## config.mk

```make
export PLATFORM = sky130hd
export DESIGN_NAME = crgg_top
export DESIGN_NICKNAME = d
export VERILOG_FILES = /design/src/rtl/crgg_pkg.sv /design/src/rtl/crgg_rst_sync.sv /design/src/rtl/crgg_classify.sv /design/src/rtl/crgg_rule.sv /design/src/rtl/crgg_top.sv
export SDC_FILE = /design/constraint.sdc
export NUM_CORES = 1
export LEC_CHECK = 0
export ABC_AREA = 1
export BUFFER_PORTS_ARGS = -buffer_cell sky130_fd_sc_hd__clkbuf_2
export CAP_MARGIN = 25
export CORE_AREA = 2 2 41 43
export DETAILED_ROUTE_END_ITERATION = 6
export DIE_AREA = 0 0 43 45
export PLACE_DENSITY = 0.72
export SYNTH_ARGS = -nofsm -noshare
export SYNTH_HDL_FRONTEND = slang
export SYNTH_SLANG_ARGS = --single-unit
```

## constraint.sdc

```tcl
create_clock -name clk -period 0.8 [get_ports clk]
set_input_delay 0.08 -clock clk [delete_from_list [all_inputs] [get_ports clk]]
set_output_delay 0.08 -clock clk [all_outputs]
set_load 0.01 [all_outputs]
```

## src/rtl/crgg_pkg.sv

```systemverilog
package crgg_pkg;
  typedef enum logic [1:0] {
    RSN_NONE   = 2'd0,
    RSN_MIX    = 2'd1,
    RSN_LEGVEC = 2'd2
  } reason_e;

  typedef struct packed {
    logic    trap;
    reason_e reason;
  } verdict_t;
endpackage

```

## src/rtl/crgg_rst_sync.sv

```systemverilog
module crgg_rst_sync #(
  parameter int STAGES = 2
) (
  input  logic clk,
  input  logic arst_n,
  output logic srst_n
);
  logic [STAGES-1:0] chain_q;

  always_ff @(posedge clk or negedge arst_n) begin
    if (!arst_n) chain_q <= '0;
    else         chain_q <= {chain_q[STAGES-2:0], 1'b1};
  end

  assign srst_n = chain_q[STAGES-1];
endmodule

```

## src/rtl/crgg_classify.sv

```systemverilog
module crgg_classify #(
  parameter int NUM_OPS  = 4,
  parameter int IDX_W    = 7,
  parameter int LEGACY_N = 8
) (
  input  logic [NUM_OPS-1:0]       op_valid,
  input  logic [NUM_OPS-1:0]       op_is_cr,
  input  logic [NUM_OPS-1:0]       op_vec,
  input  logic [NUM_OPS*IDX_W-1:0] op_idx,
  output logic [NUM_OPS-1:0]       leg_hit,
  output logic [NUM_OPS-1:0]       ext_hit,
  output logic [NUM_OPS-1:0]       legvec_hit
);
  localparam logic [IDX_W-1:0] LEG_LIMIT = IDX_W'(LEGACY_N);

  for (genvar k = 0; k < NUM_OPS; k++) begin : g_op
    logic active;
    logic in_legacy;
    always_comb begin
      active        = op_valid[k] & op_is_cr[k];
      in_legacy     = op_idx[k*IDX_W +: IDX_W] < LEG_LIMIT;
      leg_hit[k]    = active & in_legacy;
      ext_hit[k]    = active & ~in_legacy;
      legvec_hit[k] = active & in_legacy & op_vec[k];
    end
  end
endmodule

```

## src/rtl/crgg_rule.sv

```systemverilog
module crgg_rule
  import crgg_pkg::*;
#(
  parameter int NUM_OPS = 4,
  parameter int CNT_W   = 2
) (
  input  logic [CNT_W-1:0]   src_cnt,
  input  logic               dst_cnt,
  input  logic [NUM_OPS-1:0] leg_hit,
  input  logic [NUM_OPS-1:0] ext_hit,
  input  logic [NUM_OPS-1:0] legvec_hit,
  output verdict_t           verdict
);
  logic is_move;
  logic mixed;
  logic legvec;

  always_comb begin
    is_move = (src_cnt == CNT_W'(1)) && dst_cnt;
    mixed   = (|leg_hit) && (|ext_hit);
    legvec  = |legvec_hit;
    verdict = '{trap: 1'b0, reason: RSN_NONE};
    if (is_move) begin
      if (legvec) verdict = '{trap: 1'b1, reason: RSN_LEGVEC};
    end else begin
      if (mixed)  verdict = '{trap: 1'b1, reason: RSN_MIX};
    end
  end
endmodule

```

## src/rtl/crgg_top.sv

```systemverilog
module crgg_top
  import crgg_pkg::*;
#(
  parameter int NUM_SRC  = 3,
  parameter int IDX_W    = 7,
  parameter int LEGACY_N = 8,
  parameter int SYNC_N   = 2,
  localparam int NUM_OPS = NUM_SRC + 1,
  localparam int CNT_W   = $clog2(NUM_SRC + 1)
) (
  input  logic                     clk,
  input  logic                     rst_n,
  input  logic                     in_valid,
  output logic                     in_ready,
  input  logic [CNT_W-1:0]         src_cnt,
  input  logic                     dst_cnt,
  input  logic [NUM_OPS-1:0]       op_valid,
  input  logic [NUM_OPS-1:0]       op_is_cr,
  input  logic [NUM_OPS-1:0]       op_vec,
  input  logic [NUM_OPS*IDX_W-1:0] op_idx,
  output logic                     out_valid,
  output logic                     out_trap,
  output logic [1:0]               out_reason
);
  logic                rst_sync_n;
  logic [NUM_OPS-1:0]  leg_hit, ext_hit, legvec_hit;
  verdict_t            verdict;
  verdict_t            res_d, res_q;
  logic                vld_d, vld_q;

  crgg_rst_sync #(.STAGES(SYNC_N)) u_rst (
    .clk    (clk),
    .arst_n (rst_n),
    .srst_n (rst_sync_n)
  );

  crgg_classify #(.NUM_OPS(NUM_OPS), .IDX_W(IDX_W), .LEGACY_N(LEGACY_N)) u_cls (
    .op_valid   (op_valid),
    .op_is_cr   (op_is_cr),
    .op_vec     (op_vec),
    .op_idx     (op_idx),
    .leg_hit    (leg_hit),
    .ext_hit    (ext_hit),
    .legvec_hit (legvec_hit)
  );

  crgg_rule #(.NUM_OPS(NUM_OPS), .CNT_W(CNT_W)) u_rule (
    .src_cnt    (src_cnt),
    .dst_cnt    (dst_cnt),
    .leg_hit    (leg_hit),
    .ext_hit    (ext_hit),
    .legvec_hit (legvec_hit),
    .verdict    (verdict)
  );

  assign in_ready = 1'b1;

  always_comb begin
    vld_d = in_valid;
    res_d = in_valid ? verdict : '{trap: 1'b0, reason: RSN_NONE};
  end

  always_ff @(posedge clk or negedge rst_sync_n) begin
    if (!rst_sync_n) begin
      vld_q <= 1'b0;
      res_q <= '{trap: 1'b0, reason: RSN_NONE};
    end else begin
      vld_q <= vld_d;
      res_q <= res_d;
    end
  end

  assign out_valid  = vld_q;
  assign out_trap   = res_q.trap;
  assign out_reason = res_q.reason;
endmodule

```

==> flow_summary.toml <==
[power]
pwr-share-comb_pct = 22.6
max-vdd-ir-drop_mv = 0.311
totalPowerFinal_mw = 0.755
p_sw_mw = 0.178
clkPwrFrac_pct = 35.1
p_sw_share_pct = 23.6
power.internal_mw = 0.577
leakage_nw = 0.462
p_seq_share_pct = 42.3
p_per_area_nw_per_um2 = 1120

[setup_path]
crit_path_max_fanout = 1
end_kind = "output pin"
critPathKind = "reg2out"
rrSetupSlack_ns = 0.34
worstPathCellList = "clkbuf_2"
crit_buf_inv = 1
cpLargestDelayFamily = "flip-flops"
cp_slowest_cell = "dfrtp_1"
critical_path_required_ns = 0.72
start_kind = "flop"
cpPeakStageDelay_ns = 0.35
worstPathArrival_ns = 0.71

[clock_network]
insertion_delay_ns = 0.24
cts-root-buf = "clkbuf_4"
cts_num_sinks = 6
cts_made_buffers = 3
cts_tree = "built"
clk_pin_slew_ns = 0.04
cts_resized = 0
cts_setup_buffers = 0
clockBufferDepth = 2
cts.htree.levels = 1

[layout]
stdcell_count = 126
final-seq-area_sq_um = 150
num_antenna_cells = 0
multiInputGateArea_sq_um = 216
final_core_util_pct = 45.8
drive_above_1_share_pct = 47.3
layout.nets = 158
n_fill_cell = 153
areaGrowthSynthToFinish_pct = 56.7

[timing]
setup_viol = 0
rsz0062_at_grt = "true"
clock.fmax_mhz = 1260
drv_slew = 0
fin_crit_ns = 0.793
min_period_over_period_pct = 99.1
finalClockSkew_ns = 0.00306
finalHoldViolCount = 0

[routing]
drc_errors = 0
drtIter0Drc = 2
drt_wl_total_um = 894
wire_per_inst_um = 7.10
drtPass1Iterations = 2
final_antenna_net_count = 0
vias = 496
viasPerCell = 3.94

[floorplanning]
dieWidth_um = 43
rows = 14
io_pins = 51
core_area_sq_um = 1470
initial_core_util_pct = 29.3
die_h_um = 45
die_area_sq_um = 1940

[placed_design]
port_buffers = 37
dp.cells = 121
dp_hpwl_um = 825
gp_congestion = 0.697

[synth]
syn-instance-count = 68
netlist.area_leader.share_pct = 34.9
yosysTopAreaCell = "dfrtp_1"
synthTopCellsByArea = "dfrtp_1 (35%), nand2_1 (19%), inv_1 (14%)"
syn-cell-area_sq_um = 430
synth-seq-area-share_pct = 34.9
avgSynthCellArea_sq_um = 6.33
ys_types = 10
yosysWarnings = 0
synth-seq-cells = 6

[grt]
grt_pass1_vias = 480
grt_usage_pct = 11.0
grt_pass1_wl_mm = 1.59
grt_overflow = 0
antenna_found_initial = 0
grt_max_degree = 5

[job]
maxCapViolCount = 0

[run_status]
status = "completed"

[min_path]
hp-class = "reg2async"
-- area by class of cell --
cell class / count / area share, %
multi-input combinational: 46 / 32.1
timing repair buffer: 39 / 30.4
sequential: 6 / 22.3
inverter: 16 / 8.91
clock buffer: 3 / 3.34
tap: 16 / 2.97
-- synth_stat cells (all sizes together) --
master and n:
nand2 23, inv 16, nor2 16, dfrtp 6
nand3 5, buf 1, conb 1
-- what timing repair did --
item,4_1_cts,5_1_grt
endpoints found under the hold margin,3,0
endpoints found under the setup margin,3,4
hold buffers,2,0
-- flip-flops by register name (all words and copies together), names as in the netlist --
name           cells
out_reason         2
u_rst.chain_q      2
out_trap           1
out_valid          1
-- kinds of logic after synthesis --
logic type / Yosys count / synth area share [%]
buf+inv: 17 / 15.7
flops: 6 / 34.9
other cells: 1 / 0.871
simple gates: 44 / 48.5
-- layer usage --
metal / GRT usage (%) / up-vias / routed length, um
met1: 9.36 / 202 / 309
met3: 1.20 / 0 / 80
li1: - / 274 / -
met2: 23.6 / 20 / 505
met5: 0 / - / 0
met4: 7.27 / 0 / 0
-- path summary, 6_finish.rpt --
| check | startpoint | cells after the start | endpoint |
|---|---|---|---|
| hold reg to reg | u_rst.chain_q[1]$_DFF_PN0_ | 0 | out_reason[1]$_DFF_PN0_ |
| min in group clk | in_valid | 5 | out_reason[1]$_DFF_PN0_ |
| hold / removal | u_rst.chain_q[1]$_DFF_PN0_ | 0 | out_reason[1]$_DFF_PN0_ |
| setup / recovery | out_trap$_DFF_PN0_ | 1 | out_trap |
| max in group asynchronous | rst_n | 2 | u_rst.chain_q[0]$_DFF_PN0_ |
| setup reg to reg | u_rst.chain_q[0]$_DFF_PN0_ | 0 | u_rst.chain_q[1]$_DFF_PN0_ |
-- through the flow --
step	setup slack, ns	hold slack, ns	area, sq um	TNS (ns)
after CTS	-0.0116	0.0672	674	-0.0251
after detailed placement	-0.00214	-0.133	632	-0.00214
after floorplan	0.151	-0.216	434	0
final	0.00681	0.0599	674	0
after global routing	-0.0209	0.0895	674	-0.0530
after global placement	0.0114	-0.134	632	0
-- placed cells by master (no fill, tap or decap) --
master,count
clkbuf_2,37
nand2_1,22
inv_1,16
nor2_2,8
nor2_1,8
dfrtp_1,6
nand3_2,3
clkbuf_4,3
nand3_1,2
conb_1,2
dlygate4sd3_1,2
nand2_2,1
-- power by group through the flow --
| stage | clock, mW | combinational (mW) | sequential [mW] |
|---|---|---|---|
| after floorplan | 0 | 0.0688 | 0.325 |
| after global placement | 0 | 0.162 | 0.324 |
| after detailed placement | 0 | 0.164 | 0.325 |
| after CTS | 0.285 | 0.172 | 0.320 |
| after global routing | 0.293 | 0.195 | 0.321 |
| final | 0.265 | 0.171 | 0.320 |
No activity file was read; power rests on OpenSTA's default activity.
